$ cat config.mk
export PLATFORM = sky130hd
export DESIGN_NAME = uart_rxbuf
export DESIGN_NICKNAME = d
export VERILOG_FILES = /design/src/rtl/uart_rxbuf_pkg.sv /design/src/rtl/uart_rxbuf_datapath.sv /design/src/rtl/uart_rxbuf_ager.sv /design/src/rtl/uart_rxbuf_ctrl.sv /design/src/rtl/uart_rxbuf.sv
export SDC_FILE = /design/constraint.sdc
export NUM_CORES = 1
export LEC_CHECK = 0
export CAP_MARGIN = 0
export CORE_MARGIN = 2
export CORE_UTILIZATION = 40
export DETAILED_ROUTE_END_ITERATION = 10
export MAX_ROUTING_LAYER = met4
export SYNTH_ARGS = -nofsm -noshare
export SYNTH_HDL_FRONTEND = slang
export SYNTH_HIERARCHICAL = 1
export SYNTH_SLANG_ARGS = --single-unit
$ cat constraint.sdc
create_clock -name clk -period 3.7 [get_ports clk]
set_input_delay 0.74 -clock clk [delete_from_list [all_inputs] [get_ports clk]]
set_output_delay 0.74 -clock clk [all_outputs]
set_load 0.02 [all_outputs]
$ cat src/rtl/uart_rxbuf_pkg.sv
package uart_rxbuf_pkg;
  localparam int WORD_W    = 16;
  localparam int BIT_VALID = 15;
  localparam int BIT_ERR   = 14;
  localparam int BIT_OVR   = 13;
  localparam int BIT_FRM   = 12;
  localparam int BIT_BRK   = 11;

  // strobes from control to datapath
  typedef struct packed {
    logic push;       // store the incoming character
    logic pop;        // remove head word to the read register
    logic tagOvr;     // incoming character fills the last slot
    logic readEmpty;  // read strobe with nothing stored
  } rxbufStrobes_t;
endpackage

$ cat src/rtl/uart_rxbuf_datapath.sv
module uart_rxbuf_datapath
  import uart_rxbuf_pkg::*;
#(
  parameter int DEPTH  = 32,
  parameter int DATA_W = 8,
  localparam int CNT_W = $clog2(DEPTH + 1),
  localparam int PTR_W = $clog2(DEPTH)
) (
  input  logic                 clk,
  input  logic                 rstN,
  input  rxbufStrobes_t        str,
  input  logic [DATA_W-1:0]    rxData,
  input  logic                 rxErr,
  input  logic                 rxFrameErr,
  input  logic                 rxBreak,
  output logic [CNT_W-1:0]     count,
  output logic [WORD_W-1:0]    rdData
);
  localparam bit POW2 = ((DEPTH & (DEPTH - 1)) == 0);

  logic [WORD_W-1:0] mem [DEPTH];
  logic [PTR_W-1:0]  wrPtr, rdPtr, wrNext, rdNext;
  logic [WORD_W-1:0] inWord;

  generate
    if (POW2) begin : g_wrapNatural
      assign wrNext = wrPtr + 1'b1;
      assign rdNext = rdPtr + 1'b1;
    end else begin : g_wrapCompare
      assign wrNext = (wrPtr == PTR_W'(DEPTH - 1)) ? '0 : wrPtr + 1'b1;
      assign rdNext = (rdPtr == PTR_W'(DEPTH - 1)) ? '0 : rdPtr + 1'b1;
    end
  endgenerate

  always_comb begin
    inWord                = '0;
    inWord[DATA_W-1:0]    = rxData;
    inWord[BIT_BRK]       = rxBreak;
    inWord[BIT_FRM]       = rxFrameErr;
    inWord[BIT_OVR]       = str.tagOvr;
    inWord[BIT_ERR]       = rxErr | str.tagOvr;
  end

  always_ff @(posedge clk) begin
    if (str.push) mem[wrPtr] <= inWord;
  end

  always_ff @(posedge clk or negedge rstN) begin
    if (!rstN) begin
      wrPtr  <= '0;
      rdPtr  <= '0;
      count  <= '0;
      rdData <= '0;
    end else begin
      if (str.push) wrPtr <= wrNext;
      if (str.pop)  rdPtr <= rdNext;
      count <= count + CNT_W'(str.push) - CNT_W'(str.pop);
      if (str.pop) begin
        rdData            <= mem[rdPtr];
        rdData[BIT_VALID] <= 1'b1;
      end else if (str.readEmpty) begin
        rdData <= '0;
      end
    end
  end

  p_no_overflow_r1: assert property (@(posedge clk) disable iff (!rstN)
    str.push |-> count != CNT_W'(DEPTH));
  p_no_underflow_r1: assert property (@(posedge clk) disable iff (!rstN)
    str.pop |-> count != '0);
  p_valid_flag_r5: assert property (@(posedge clk) disable iff (!rstN)
    str.pop |=> rdData[BIT_VALID]);
  p_empty_read_zero_r5: assert property (@(posedge clk) disable iff (!rstN)
    str.readEmpty |=> rdData == '0);
endmodule

$ cat src/rtl/uart_rxbuf_ager.sv
module uart_rxbuf_ager #(
  parameter int AGE_CYCLES = 256,
  localparam int AW = $clog2(AGE_CYCLES)
) (
  input  logic clk,
  input  logic rstN,
  input  logic run,
  input  logic restart,
  output logic expire
);
  logic [AW-1:0] ageCnt;
  logic          fired;

  assign expire = run && !restart && !fired && (ageCnt == AW'(AGE_CYCLES - 1));

  always_ff @(posedge clk or negedge rstN) begin
    if (!rstN) begin
      ageCnt <= '0;
      fired  <= 1'b0;
    end else if (restart || !run) begin
      ageCnt <= '0;
      fired  <= 1'b0;
    end else if (!fired) begin
      if (ageCnt == AW'(AGE_CYCLES - 1)) fired <= 1'b1;
      else                               ageCnt <= ageCnt + 1'b1;
    end
  end

  p_age_idle_r7: assert property (@(posedge clk) disable iff (!rstN)
    (restart || !run) |=> ageCnt == '0);
  p_single_fire_r8: assert property (@(posedge clk) disable iff (!rstN)
    expire |=> !expire);
endmodule

$ cat src/rtl/uart_rxbuf_ctrl.sv
module uart_rxbuf_ctrl
  import uart_rxbuf_pkg::*;
#(
  parameter int DEPTH  = 32,
  parameter int TL_W   = 6,
  localparam int CNT_W = $clog2(DEPTH + 1),
  localparam int CMP_W = (CNT_W > TL_W) ? CNT_W : TL_W
) (
  input  logic             clk,
  input  logic             rstN,
  input  logic             rxValid,
  input  logic             rxBreak,
  input  logic             rdEn,
  input  logic [CNT_W-1:0] count,
  input  logic [TL_W-1:0]  trigLevel,
  input  logic             ageIrqEn,
  input  logic             readyIrqEn,
  input  logic             overrunIrqEn,
  input  logic             dataIrqEn,
  input  logic             clrOverrun,
  input  logic             clrAge,
  input  logic             ageExpire,
  output rxbufStrobes_t    str,
  output logic             ageRun,
  output logic             ageRestart,
  output logic             rxReady,
  output logic             rxDataAvail,
  output logic             rxEmpty,
  output logic             overrun,
  output logic             ageFlag,
  output logic             breakSeen,
  output logic             irq
);
  logic             isFull, isEmpty, dropChar;
  logic [CNT_W-1:0] newCnt;
  logic             atTrig;

  assign isFull   = (count == CNT_W'(DEPTH));
  assign isEmpty  = (count == '0);
  assign dropChar = rxValid && isFull;

  always_comb begin
    str.push      = rxValid && !isFull;
    str.pop       = rdEn && !isEmpty;
    str.readEmpty = rdEn && isEmpty;
    str.tagOvr    = str.push && !str.pop && (count == CNT_W'(DEPTH - 1));
  end

  assign newCnt = count + CNT_W'(str.push) - CNT_W'(str.pop);
  assign atTrig = CMP_W'(newCnt) >= CMP_W'(trigLevel);

  assign ageRun     = !isEmpty && !rxReady;
  assign ageRestart = rxValid || str.pop;

  always_ff @(posedge clk or negedge rstN) begin
    if (!rstN) begin
      rxReady     <= 1'b0;
      rxDataAvail <= 1'b0;
      rxEmpty     <= 1'b1;
      overrun     <= 1'b0;
      ageFlag     <= 1'b0;
      breakSeen   <= 1'b0;
    end else begin
      if (rxValid && atTrig)        rxReady <= 1'b1;
      else if (str.pop && !atTrig)  rxReady <= 1'b0;

      rxDataAvail <= (newCnt != '0);
      rxEmpty     <= (newCnt == '0);

      if (dropChar)        overrun <= 1'b1;
      else if (clrOverrun) overrun <= 1'b0;

      if (ageExpire)   ageFlag <= 1'b1;
      else if (clrAge) ageFlag <= 1'b0;

      if (rxValid && rxBreak) breakSeen <= 1'b1;
    end
  end

  assign irq = (ageFlag && ageIrqEn) || (rxReady && readyIrqEn) ||
               (overrun && overrunIrqEn) || (rxDataAvail && dataIrqEn);

  p_drop_sets_ore_r2: assert property (@(posedge clk) disable iff (!rstN)
    (rxValid && isFull) |=> overrun);
  p_ore_sticky_r2: assert property (@(posedge clk) disable iff (!rstN)
    (overrun && !clrOverrun) |=> overrun);
  p_avail_tracks_r6: assert property (@(posedge clk) disable iff (!rstN)
    (rxDataAvail != rxEmpty) && (rxDataAvail == (count != '0)));
  p_ready_sets_r4: assert property (@(posedge clk) disable iff (!rstN)
    (rxValid && !rdEn && !isFull && (int'(count) + 1 >= int'(trigLevel))) |=> rxReady);
  p_irq_quiet_r9: assert property (@(posedge clk) disable iff (!rstN)
    !(ageFlag || rxReady || overrun || rxDataAvail) |-> !irq);
  p_break_sticky_r10: assert property (@(posedge clk) disable iff (!rstN)
    breakSeen |=> breakSeen);
endmodule

$ cat src/rtl/uart_rxbuf.sv
module uart_rxbuf
  import uart_rxbuf_pkg::*;
#(
  parameter int DEPTH      = 32,
  parameter int DATA_W     = 8,
  parameter int TL_W       = 6,
  parameter int BIT_CYCLES = 4,
  localparam int CNT_W     = $clog2(DEPTH + 1),
  localparam int AGE_CYCLES = 64 * BIT_CYCLES
) (
  input  logic              clk,
  input  logic              rstN,
  input  logic              rxValid,
  input  logic [DATA_W-1:0] rxData,
  input  logic              rxErr,
  input  logic              rxFrameErr,
  input  logic              rxBreak,
  input  logic              rdEn,
  output logic [15:0]       rdData,
  input  logic [TL_W-1:0]   trigLevel,
  input  logic              ageIrqEn,
  input  logic              readyIrqEn,
  input  logic              overrunIrqEn,
  input  logic              dataIrqEn,
  input  logic              clrOverrun,
  input  logic              clrAge,
  output logic              rxReady,
  output logic              rxDataAvail,
  output logic              rxEmpty,
  output logic              overrun,
  output logic              ageFlag,
  output logic              breakSeen,
  output logic              irq
);
  rxbufStrobes_t    str;
  logic [CNT_W-1:0] count;
  logic             ageRun, ageRestart, ageExpire;

  uart_rxbuf_datapath #(.DEPTH(DEPTH), .DATA_W(DATA_W)) u_dp (
    .clk(clk), .rstN(rstN), .str(str), .rxData(rxData), .rxErr(rxErr),
    .rxFrameErr(rxFrameErr), .rxBreak(rxBreak), .count(count), .rdData(rdData)
  );

  uart_rxbuf_ctrl #(.DEPTH(DEPTH), .TL_W(TL_W)) u_ctrl (
    .clk(clk), .rstN(rstN), .rxValid(rxValid), .rxBreak(rxBreak), .rdEn(rdEn),
    .count(count), .trigLevel(trigLevel), .ageIrqEn(ageIrqEn),
    .readyIrqEn(readyIrqEn), .overrunIrqEn(overrunIrqEn), .dataIrqEn(dataIrqEn),
    .clrOverrun(clrOverrun), .clrAge(clrAge), .ageExpire(ageExpire), .str(str),
    .ageRun(ageRun), .ageRestart(ageRestart), .rxReady(rxReady),
    .rxDataAvail(rxDataAvail), .rxEmpty(rxEmpty), .overrun(overrun),
    .ageFlag(ageFlag), .breakSeen(breakSeen), .irq(irq)
  );

  uart_rxbuf_ager #(.AGE_CYCLES(AGE_CYCLES)) u_age (
    .clk(clk), .rstN(rstN), .run(ageRun), .restart(ageRestart), .expire(ageExpire)
  );

  p_tag_only_full_r3: assert property (@(posedge clk) disable iff (!rstN)
    (str.tagOvr && str.pop) |-> 1'b0);
endmodule

### Word-level counts from Yosys, hierarchy flattened

Memories as Yosys holds them, arrays and structs flattened.
Index checks and enable logic that the tools add are counted.
W data, S select, Z words.

* bits in registers: 47
* memory bits (writable): 384
* input port bits: 27
* output and inout bits: 23
* word-level logic and storage cells: 79
* memories: 1

* $add $sub $neg: 5
* $lt $le $gt $ge: 1
* equality and inequality tests: 5
* multiplexer cells: 16
* bitwise logic cells: 1
* reductions and logical operators: 38

Memories
* u_dp.mem: words 32, bits a word 12, rd ports 1, clocked after Yosys merged registers in 0, wr ports 1, line uart_rxbuf_datapath.sv:21 `logic [WORD_W-1:0] mem [DEPTH];`

Operators with widths (count)
* $mux W16: 2
* $mux W8: 3
* $logic_and A1 B1 Y1: 17
* $logic_not A6 Y1: 2
* $mux W1: 11
* $add A5 B1 Y5 const B: 2
* $add A8 B1 Y8 const B: 1
* $eq A8 B8 Y1 const B: 1
* $logic_not A1 Y1: 8
* $reduce_bool A2 Y1: 4
* $add A6 B1 Y6: 1
* $eq A6 B5 Y1 const B: 1
* $eq A6 B6 Y1 const B: 1
* $ge A6 B6 Y1: 1
* $reduce_bool A6 Y1: 1
* $sub A6 B1 Y6: 1
* $logic_or A1 B1 Y1: 5
* $ne A2 B1 Y1 const B: 1
* $ne A2 B2 Y1 const B: 1
* $reduce_and A2 Y1: 1
* $or A1 B1 Y1: 1

### Depth between registers and ports, before layout

Gate-level depths: netlist of run 1.

* word-level depth: 10
* depth in mapped cells: 17
* depth with buffers taken out: 17

### Modules after synthesis

Netlist of run 1, hierarchy kept.

Modules (own cells, without submodules)
* uart_rxbuf_datapath: times used 1, cells an instance 860, area an instance 16681.0 um^2
* uart_rxbuf_ctrl: times used 1, cells an instance 88, area an instance 788.3 um^2
* uart_rxbuf_ager: times used 1, cells an instance 54, area an instance 535.5 um^2

### Worst setup path after synthesis of run 1

No wires, ideal clock.

* path type: register -> register
* start point: reg u_dp.count[4]
* end point: reg u_ctrl.rxReady
* setup time: 0.136 ns
* arrival: 3.375 ns
* setup slack: 0.189 ns
* cell stages (with the launch flop): 16
* buffers on the path: 0
* period minus slack after synthesis: 3.511 ns
* cell sequence: dfrtp_1 -> inv_1 -> ha_1 -> nor4bb_1 -> nand2b_1 -> inv_1 -> ha_1 -> inv_1 -> ha_1 -> a21o_1 -> a21o_2 -> a311oi_2 -> ha_1 -> a21o_1 -> a2111oi_0 -> o22ai_1

RTL lines
* from (decl): line uart_rxbuf_datapath.sv:16 `output logic [CNT_W-1:0] count,`
* from (signal assigned): line uart_rxbuf_datapath.sv:57 `count <= count + CNT_W'(str.push) - CNT_W'(str.pop);`
* to (signal assigned): line uart_rxbuf_ctrl.sv:57 `rxReady <= 1'b0;`
* to (signal assigned): line uart_rxbuf_ctrl.sv:64 `if (rxValid && atTrig) rxReady <= 1'b1;`
* to (signal assigned): line uart_rxbuf_ctrl.sv:65 `else if (str.pop && !atTrig) rxReady <= 1'b0;`
* to (decl): line uart_rxbuf_ctrl.sv:26 `output logic rxReady,`

==> flow_summary.toml, run 1 <==
[floorplanning]
fp-row-count = 77
start_util = 0.406
fp.dieH_um = 216
die_w_um = 216
die_area_um2 = 46700
core-area_um2 = 44300
io-pin-count = 50

[sta]
worst_slew_margin_rel = 0.408
setup_viol = 0
clock_skew_ps = 21.4
whs_ps = 216
slew_violations = 0
period_minus_slack_ps = 3570
min_period_over_period = 0.965
clock.fmax_mhz = 280
tightest_slew_ps = 887
finalHoldViolCount = 0

[final_layout]
finalNetCount = 1182
area_growth_pct = 15.9
diodes = 0
fillCellCount = 3766
final_cell_mix = "edfxtp_1, buf_4, nand2_1"
layout-drive-gt1-share = 0.208
mostFrequentLayoutCell = "edfxtp_1"
instances_no_fill = 1750

[logic_synthesis]
synth_top_cell_area_share = 0.640
synth.distinct_cells = 70
synthCells = 1002
synth_edf_count = 384
ys.warnings.count = 6
synthArstFlopShare = 0.103
synth_area_um2 = 18000
synth_area_per_cell_um2 = 18.0
synthFlopType = "edfxtp_1"
yosysTopAreaCell = "edfxtp_1"
synth_area_leaders = "edfxtp_1, dfrtp_1, mux4_2, mux4_1, mux2i_1"
synth_seq_area_share = 0.702
ys_ff_latch = 428

[global_route]
grt_pass1_wl_um = 62000
grt_max_degree = 41
track_usage = 0.184
overflow = 0
grt_pass1_vias = 9689
antenna_found_initial = 0

[clocking]
cts.sinks = 428
cts_root_buf = "clkbuf_16"
ctsLongestPathBuffers = 3
cts_buffers = 45
htree_levels = 2
clk_latency_ps = 570
path_clk_slew_ps = 60
cts_tree = "done"

[placed_design]
io_buffers = 46
placed_cells = 1666
place_hpwl_um = 26000
finalWeightedCongestion = 0.814

[drt]
ant_nets = 0
wl_per_cell_um = 23.8
vias_per_cell = 5.49
first_pass_iters = 5
dr_total_vias = 9599
drt_wl_total_um = 41600
first_iter_violations = 991
route.detailed.drc = 0

[power]
powerDensity_nw_per_um2 = 753
leakage_nw = 7.23
p_sw_mw = 5.18
p_seq_frac = 0.399
peakVddDrop_uv = 366
sw_frac_of_total = 0.330
clkPwrFrac = 0.267
intPower_mw = 10.5
power_frac_comb = 0.334

[status]
outcome = "finished clean"

[critical_path]
r2r_start = "u_dp/count[3]"
max_stage_delay_ps = 380
crit_path_top_delay_cell = "dfrtp_1"
required_ps = 4130
r2r_setup_slack_ps = 130
cp_cell_sequence = "inv_2 -> ha_4 -> nor4bb_4 -> nand2b_4 -> inv_1 -> ha_1 -> inv_1 -> ha_1 -> a21o_1 -> a21o_2 -> a311oi_2 -> ha_1 -> a21o_1 -> a2111oi_2 -> o22ai_1"
cp_common_cell = "ha_1"
crit_path_max_fanout = 3
arrival_ps = 4000
rr_worst_depth = 15
rr_endpoint = "u_ctrl/rxReady"
start_kind = "register"
critPathCaptureType = "register"
critical_path_class = "register to register"

[flow_run]
drv_cap = 0

[min_path]
min-delay-path-class = "primary input to asynchronous set/reset pin"
-- cells by family after synthesis --
group                    count (synthesis)  synth area share
AO/OA/AOI/OAI                          139            0.0637
adder cells (fa/ha/maj)                 31            0.0224
multiplexers                           149             0.132
XOR/XNOR                                13           0.00632
flip-flops                             428             0.702
other                                    1          0.000208
buffers and inverters                   90            0.0322
AND/OR/NAND/NOR                        151            0.0411
-- sequential cells by signal (all words and copies together) (netlist names), 5 cells and up --
name / count
u_dp/mem: 384
u_dp/count: 6
u_dp/rdPtr: 5
u_dp/rdData: 13
u_age/ageCnt: 8
u_dp/wrPtr: 5
-- cells in the mapped netlist (8+ instances only) --
| library cell | count |
|---|---|
| dfrtp_1 | 43 |
| a211oi_1 | 13 |
| nand2_1 | 57 |
| a21oi_1 | 19 |
| o22a_1 | 11 |
| mux2_2 | 35 |
| o21ai_0 | 8 |
| a21o_1 | 9 |
| a311oi_1 | 9 |
| o2111a_1 | 11 |
| mux2i_1 | 54 |
| nor2_1 | 28 |
| buf_6 | 13 |
| o22ai_1 | 14 |
| nand3_1 | 8 |
| nor3_1 | 16 |
| a22oi_1 | 13 |
| inv_1 | 36 |
| edfxtp_1 | 384 |
| buf_2 | 16 |
| mux4_2 | 34 |
| mux4_1 | 26 |
| ha_1 | 29 |
| a221oi_1 | 11 |
-- worst max-delay path by stage --
| stage | start | to | slack, ps | depth (start not counted) |
|---|---|---|---|---|
| 2_1_floorplan | u_dp/count[4] | u_ctrl/rxReady | 190 | 15 |
| 3_3_place_gp | rdEn | u_ctrl/rxReady | 5 | 13 |
| 3_5_place_dp | rdEn | u_ctrl/rxReady | -60 | 13 |
| 4_1_cts | u_dp/count[5] | u_ctrl/rxReady | 50 | 15 |
| 5_1_grt | u_dp/count[3] | u_ctrl/rxReady | -90 | 15 |
| 6_report | u_dp/count[3] | u_ctrl/rxReady | 130 | 15 |
-- critical path: cells and delay by family, from the launching register on --
family / cells / cell delay [ps]
adders and majority gates: 4 / 870
and+or+nand+nor: 2 / 490
DFF: 1 / 380
AOI/OAI and AO/OA: 6 / 1480
buffers and inverters: 3 / 210
-- per-stage QoR --
stage	power, mW	utilization	area [µm²]	worst slack, ps	setup TNS (ps)
after floorplan	9.84	-	18000	189	0
after global placement	11.4	0.439	19400	5.28	0
after detailed placement	11.5	0.439	19400	-61.3	-61.3
after CTS	15.7	0.469	20800	49.4	0
after global routing	16.4	0.471	20900	-94.3	-94.3
final	15.7	0.471	20900	130	0
-- final cells by class --
cell class	count	area [µm²]	area share
clock buffers	58	1180	0.0568
clock inverters	23	178	0.00852
inverters	36	135	0.00648
flip-flops and latches	428	12600	0.606
repair buffers	127	1100	0.0528
well taps	592	741	0.0355
multi-input cells	486	4880	0.234
-- metal layers --
| layer | vias up | global-route usage | wire (µm) |
|---|---|---|---|
| met5 | - | - | 0 |
| met4 | 0 | 0.0621 | 1110 |
| met3 | 65 | 0.0314 | 2590 |
| met2 | 290 | 0.279 | 19400 |
| met1 | 4976 | 0.254 | 18500 |
| li1 | 4268 | - | - |
-- power by group through the flow --
stage	sequential [mW]	clock [mW]	combinational, mW
6_report	6.27	4.20	5.24
5_1_grt	6.33	4.48	5.63
4_1_cts	6.27	4.29	5.16
3_5_place_dp	6.36	0	5.13
3_3_place_gp	6.36	0	5.08
2_1_floorplan	6.08	0	3.76
-- repair_timing --
| action | in CTS | in global routing |
|---|---|---|
| setup endpoints to repair | 0 | 1 |
| setup buffers | 0 | 3 |
| gates resized for setup | 0 | 9 |
| hold buffers | 0 | 0 |
(Power assumes the default switching activity.)
==> run 2: changes to the inputs <==
CELL_PAD_IN_SITES_DETAIL_PLACEMENT = 1   (was unset)
CELL_PAD_IN_SITES_GLOBAL_PLACEMENT = 1   (was unset)
PLACE_DENSITY_LB_ADDON = 0.1   (was unset)
==> run 2 against run 1 <==
Via count is essentially flat; first-iteration DRC count shrank 24%; combinational power grew 6.1%; largest cell class unchanged; clock skew shrank 8.2 ps; sequential cell count is the same; largest power group unchanged; die area is the same; sequential power is essentially flat.
==> flow_summary.toml, run 2 (synthesis gave the netlist of run 1 again) <==
[status]
outcome = "finished clean"

[final_layout]
top_register = "u_dp/mem"
mostFrequentLayoutCell = "edfxtp_1"
largest_registers = "u_dp/mem x384, u_dp/rdData x13, u_age/ageCnt x8"
final_cell_mix = "edfxtp_1, buf_4, nand2_1"
multi_input_area_um2 = 4940
fillCellCount = 4165
finalNetCount = 1183
area_growth_pct = 16.8
regArea_um2 = 12600
diodes = 0
layout-drive-gt1-share = 0.225
instances_no_fill = 1750
fin_util = 0.474
largest_reg_flops = 384

[placed_design]
place_hpwl_um = 28700
finalWeightedCongestion = 0.797
placed_cells = 1664
io_buffers = 46
pre_cts_ws_ps = -139

[power]
power_mw = 16.3
peakVddDrop_uv = 295
powerDensity_nw_per_um2 = 775
leakage_nw = 7.29

[sta]
setup_viol = 0
slew_violations = 0
worst_slew_margin_rel = 0.432
fin_ws_ps = 176
clock_skew_ps = 13.2
finalHoldViolCount = 0
tightest_slew_ps = 851
setup-tns-final_ps = 0
clock.fmax_mhz = 284
min_period_over_period = 0.952
period_minus_slack_ps = 3520

[floorplanning]
fp.dieH_um = 216
die_w_um = 216
core-area_um2 = 44300
io-pin-count = 50
start_util = 0.406
fp-row-count = 77
die_area_um2 = 46700

[critical_path]
critical_path_class = "register to register"
crit_path_max_fanout = 3
start_kind = "register"
required_ps = 4140
critPathCaptureType = "register"
arrival_ps = 3960

[clocking]
path_clk_slew_ps = 60
clk_latency_ps = 570
cts_root_buf = "clkbuf_16"
htree_levels = 2
ctsLongestPathBuffers = 3
cts_tree = "done"
cts_buffers = 47
cts.sinks = 428

[drt]
vias_per_cell = 5.49
ant_nets = 0
dr_total_vias = 9600
route.detailed.drc = 0
first_iter_violations = 754
drt_wl_total_um = 45500
first_pass_iters = 4
wl_per_cell_um = 26.0

[min_path]
min-delay-path-class = "primary input to asynchronous set/reset pin"

[global_route]
grt_max_degree = 41
grt_pass1_wl_um = 68500
track_usage = 0.205
grt_pass1_vias = 10047
antenna_found_initial = 0
overflow = 0

[flow_run]
drv_cap = 0
==> run 2: final cells by class <==
class,count,share of cell area
Clock buffer,54,0.0592
Clock inverter,28,0.0106
Inverter,36,0.00643
Multi-Input combinational cell,486,0.235
Sequential cell,428,0.601
Tap cell,592,0.0352
Timing Repair Buffer,126,0.0526
==> run 2: power by group <==
part	internal, mW	switching [mW]
combinational	2.49	3.07
clock	2.61	1.88
sequential	5.71	0.528
==> run 2: what timing repair did <==
action / 4_1_cts / 5_1_grt
resized for setup: 2 / 14
endpoints found under the setup margin: 1 / 1
hold buffers: 0 / 0
pin swaps: 0 / 11
buffers inserted: 0 / 4
==> run 2: per-layer routing <==
layer	track usage	vias to the layer above	routed length (µm)	share of wire
met5	-	-	0	0
met4	0.0550	0	960	0.021
met3	0.0272	63	1770	0.039
met2	0.296	192	20300	0.45
met1	0.305	5081	22500	0.49
li1	-	4264	-	-
==> run 2: metrics by stage <==
step	hold slack [ps]	cell area, µm²
after global placement	458	19400
after floorplan	444	18000
after detailed placement	443	19400
after global routing	329	21000
after CTS	282	20900
final	276	21000
==> run 2: critical path, cell delays in order (launching register included) <==
cell and delay, ps:
dfrtp_1 390, inv_2 70, ha_2 170, nor4bb_4 300, nand2b_4 180, inv_1 50, ha_1 180, inv_1 70
ha_1 220, a21o_1 220, a21o_2 230, a311oi_4 410, ha_4 270, a21o_1 190, a2111oi_4 320, o22ai_1 120
==> run 2: worst paths after layout <==
check	to	start	slack (ps)	cells after the start
min in group clk	u_ctrl/breakSeen	u_ctrl/breakSeen	460	1
setup reg to reg	u_ctrl/rxReady	u_dp/count[2]	180	15
max in group asynchronous	u_dp/rdData[4]	rstN	2660	2
setup / recovery	u_ctrl/rxReady	u_dp/count[2]	180	15
hold reg to reg	u_ctrl/breakSeen	u_ctrl/breakSeen	460	1
hold / removal	u_dp/count[5]	rstN	280	1
==> run 3: changes to the inputs <==
PLACE_DENSITY = 0.62   (was unset)
PLACE_DENSITY_LB_ADDON = unset   (was 0.1)
==> run 3 against run 2 <==
Hold slack worse by 86 ps; cell count is 0.17% lower; via count is 1.5% higher; first-iteration DRC count is 11% lower; combinational power hardly changed; sequential share of layout area hardly changed; final area hardly changed; fmax is 1.1% lower.
==> flow_summary.toml, run 3 (synthesis gave the netlist of run 1 again) <==
[final_layout]
mostFrequentLayoutCell = "edfxtp_1"
layout-drive-gt1-share = 0.211
diodes = 0
area_growth_pct = 16.8
top_register = "u_dp/mem"
largest_reg_flops = 384
fin_util = 0.474
finalNetCount = 1178
instances_no_fill = 1747
final_cell_mix = "edfxtp_1, buf_4, nand2_1"
largest_registers = "u_dp/mem x384, u_dp/rdData x13, u_age/ageCnt x8"

[critical_path]
crit_path_max_fanout = 3
critical_path_class = "register to register"
cp_cell_sequence = "inv_2 -> ha_4 -> nor4bb_4 -> nand2b_4 -> inv_1 -> ha_1 -> inv_1 -> ha_1 -> a21o_1 -> a21o_2 -> a311oi_4 -> ha_4 -> a21o_1 -> a2111oi_2 -> o22ai_1"
arrival_ps = 4000
rr_worst_depth = 15
crit_path_top_delay_cell = "dfrtp_1"
max_stage_delay_ps = 390
start_kind = "register"
required_ps = 4140
critPathCaptureType = "register"

[global_route]
track_usage = 0.199
antenna_found_initial = 0
grt_pass1_vias = 10108
grt_max_degree = 38
overflow = 0
grt_pass1_wl_um = 66500

[power]
power_frac_comb = 0.339
clkPwrFrac = 0.285
intPower_mw = 11.0
p_seq_frac = 0.377
leakage_nw = 7.28
peakVddDrop_uv = 367
p_sw_mw = 5.40
sw_frac_of_total = 0.329
powerDensity_nw_per_um2 = 781

[clocking]
path_clk_slew_ps = 60
ctsLongestPathBuffers = 3
cts_root_buf = "clkbuf_16"
htree_levels = 2
cts_tree = "done"
cts_hold_buf = 0
cts_buffers = 46
clk_latency_ps = 570
cts.sinks = 428

[drt]
drt_wl_total_um = 44800
first_iter_violations = 669
first_pass_iters = 5
route.detailed.drc = 0
ant_nets = 0
dr_total_vias = 9742
wl_per_cell_um = 25.6
vias_per_cell = 5.58

[floorplanning]
die_area_um2 = 46700
start_util = 0.406
io-pin-count = 50
fp-row-count = 77
fp.dieH_um = 216
core-area_um2 = 44300
die_w_um = 216

[status]
outcome = "finished clean"

[sta]
clock.fmax_mhz = 281
setup_viol = 0
slew_violations = 0
clock_skew_ps = 13.4
min_period_over_period = 0.963
worst_slew_margin_rel = 0.396
whs_ps = 189
tightest_slew_ps = 904
period_minus_slack_ps = 3560
finalHoldViolCount = 0

[flow_run]
drv_cap = 0

[placed_design]
place_hpwl_um = 28300
finalWeightedCongestion = 0.803
placed_cells = 1662
io_buffers = 46

[min_path]
min-delay-path-class = "primary input to asynchronous set/reset pin"
run 3: cell types whose count changed in the layout (fill, tap and decap cells not counted), moves of 2 or more:
cell and delta:
clkbuf_1 +5, clkinv_2 -8, clkinvlp_4 -2, ha_2 -2
bufinv_16 +3, nor3_1 +2, clkinv_4 -2, buf_4 -3
clkinv_1 +4, nor3_2 -2
run 3: final cells by class:
class	instances	area (µm²)
clock inverters	24	264
well taps	592	741
fillers	4175	23300
repair buffers	122	1060
inverters	36	135
flip-flops and latches	428	12600
multi-input cells	486	4920
clock buffers	59	1260
run 3: repair_timing:
| item | in CTS | in global routing |
|---|---|---|
| setup endpoints to repair | 1 | 1 |
| pin swaps | 0 | 5 |
| setup buffers | 0 | 2 |
| gates resized for setup | 2 | 12 |
run 3: metrics by stage:
step                      power, mW  setup TNS (ps)  cell area (µm²)  setup WS [ps]
after floorplan                9.84               0            18000            189
after global placement         11.5           -74.4            19400          -74.4
after detailed placement       11.7            -288            19400           -288
after CTS                      16.4               0            20900           15.6
after global routing           17.2           -21.9            21000          -21.9
final                          16.4               0            21000            138
run 3: layer usage:
| layer | up-vias | global-route usage | wire length, µm |
|---|---|---|---|
| met5 | - | - | 0 |
| met2 | 235 | 0.305 | 20800 |
| met3 | 73 | 0.0333 | 2100 |
| met1 | 5166 | 0.275 | 20600 |
| met4 | 0 | 0.0573 | 1210 |
| li1 | 4268 | - | - |
run 3: final timing paths:
kind	startpoint	end	slack, ps
setup / recovery	u_dp/count[2]	u_ctrl/rxReady	140
hold / removal	rstN	u_ctrl/rxReady	190
setup reg to reg	u_dp/count[2]	u_ctrl/rxReady	140
hold reg to reg	u_ctrl/breakSeen	u_ctrl/breakSeen	460
max in group asynchronous	rstN	u_dp/rdPtr[0]	2780
min in group clk	u_ctrl/breakSeen	u_ctrl/breakSeen	460
run 3: power groups by stage:
| stage | Sequential (mW) | Clock (mW) | Combinational [mW] |
|---|---|---|---|
| CTS | 6.18 | 4.77 | 5.44 |
| global placement | 6.26 | 0 | 5.27 |
| global route | 6.24 | 4.96 | 5.99 |
| floorplan | 6.08 | 0 | 3.76 |
| finish | 6.19 | 4.67 | 5.56 |
| detailed placement | 6.28 | 0 | 5.38 |
run 3: critical path: cells and delay by family (launching register included):
family	cells	cell delay [ps]
compound gates	6	1510
fa+ha+maj	4	870
simple gates	2	480
flops	1	390
buf+inv	3	180
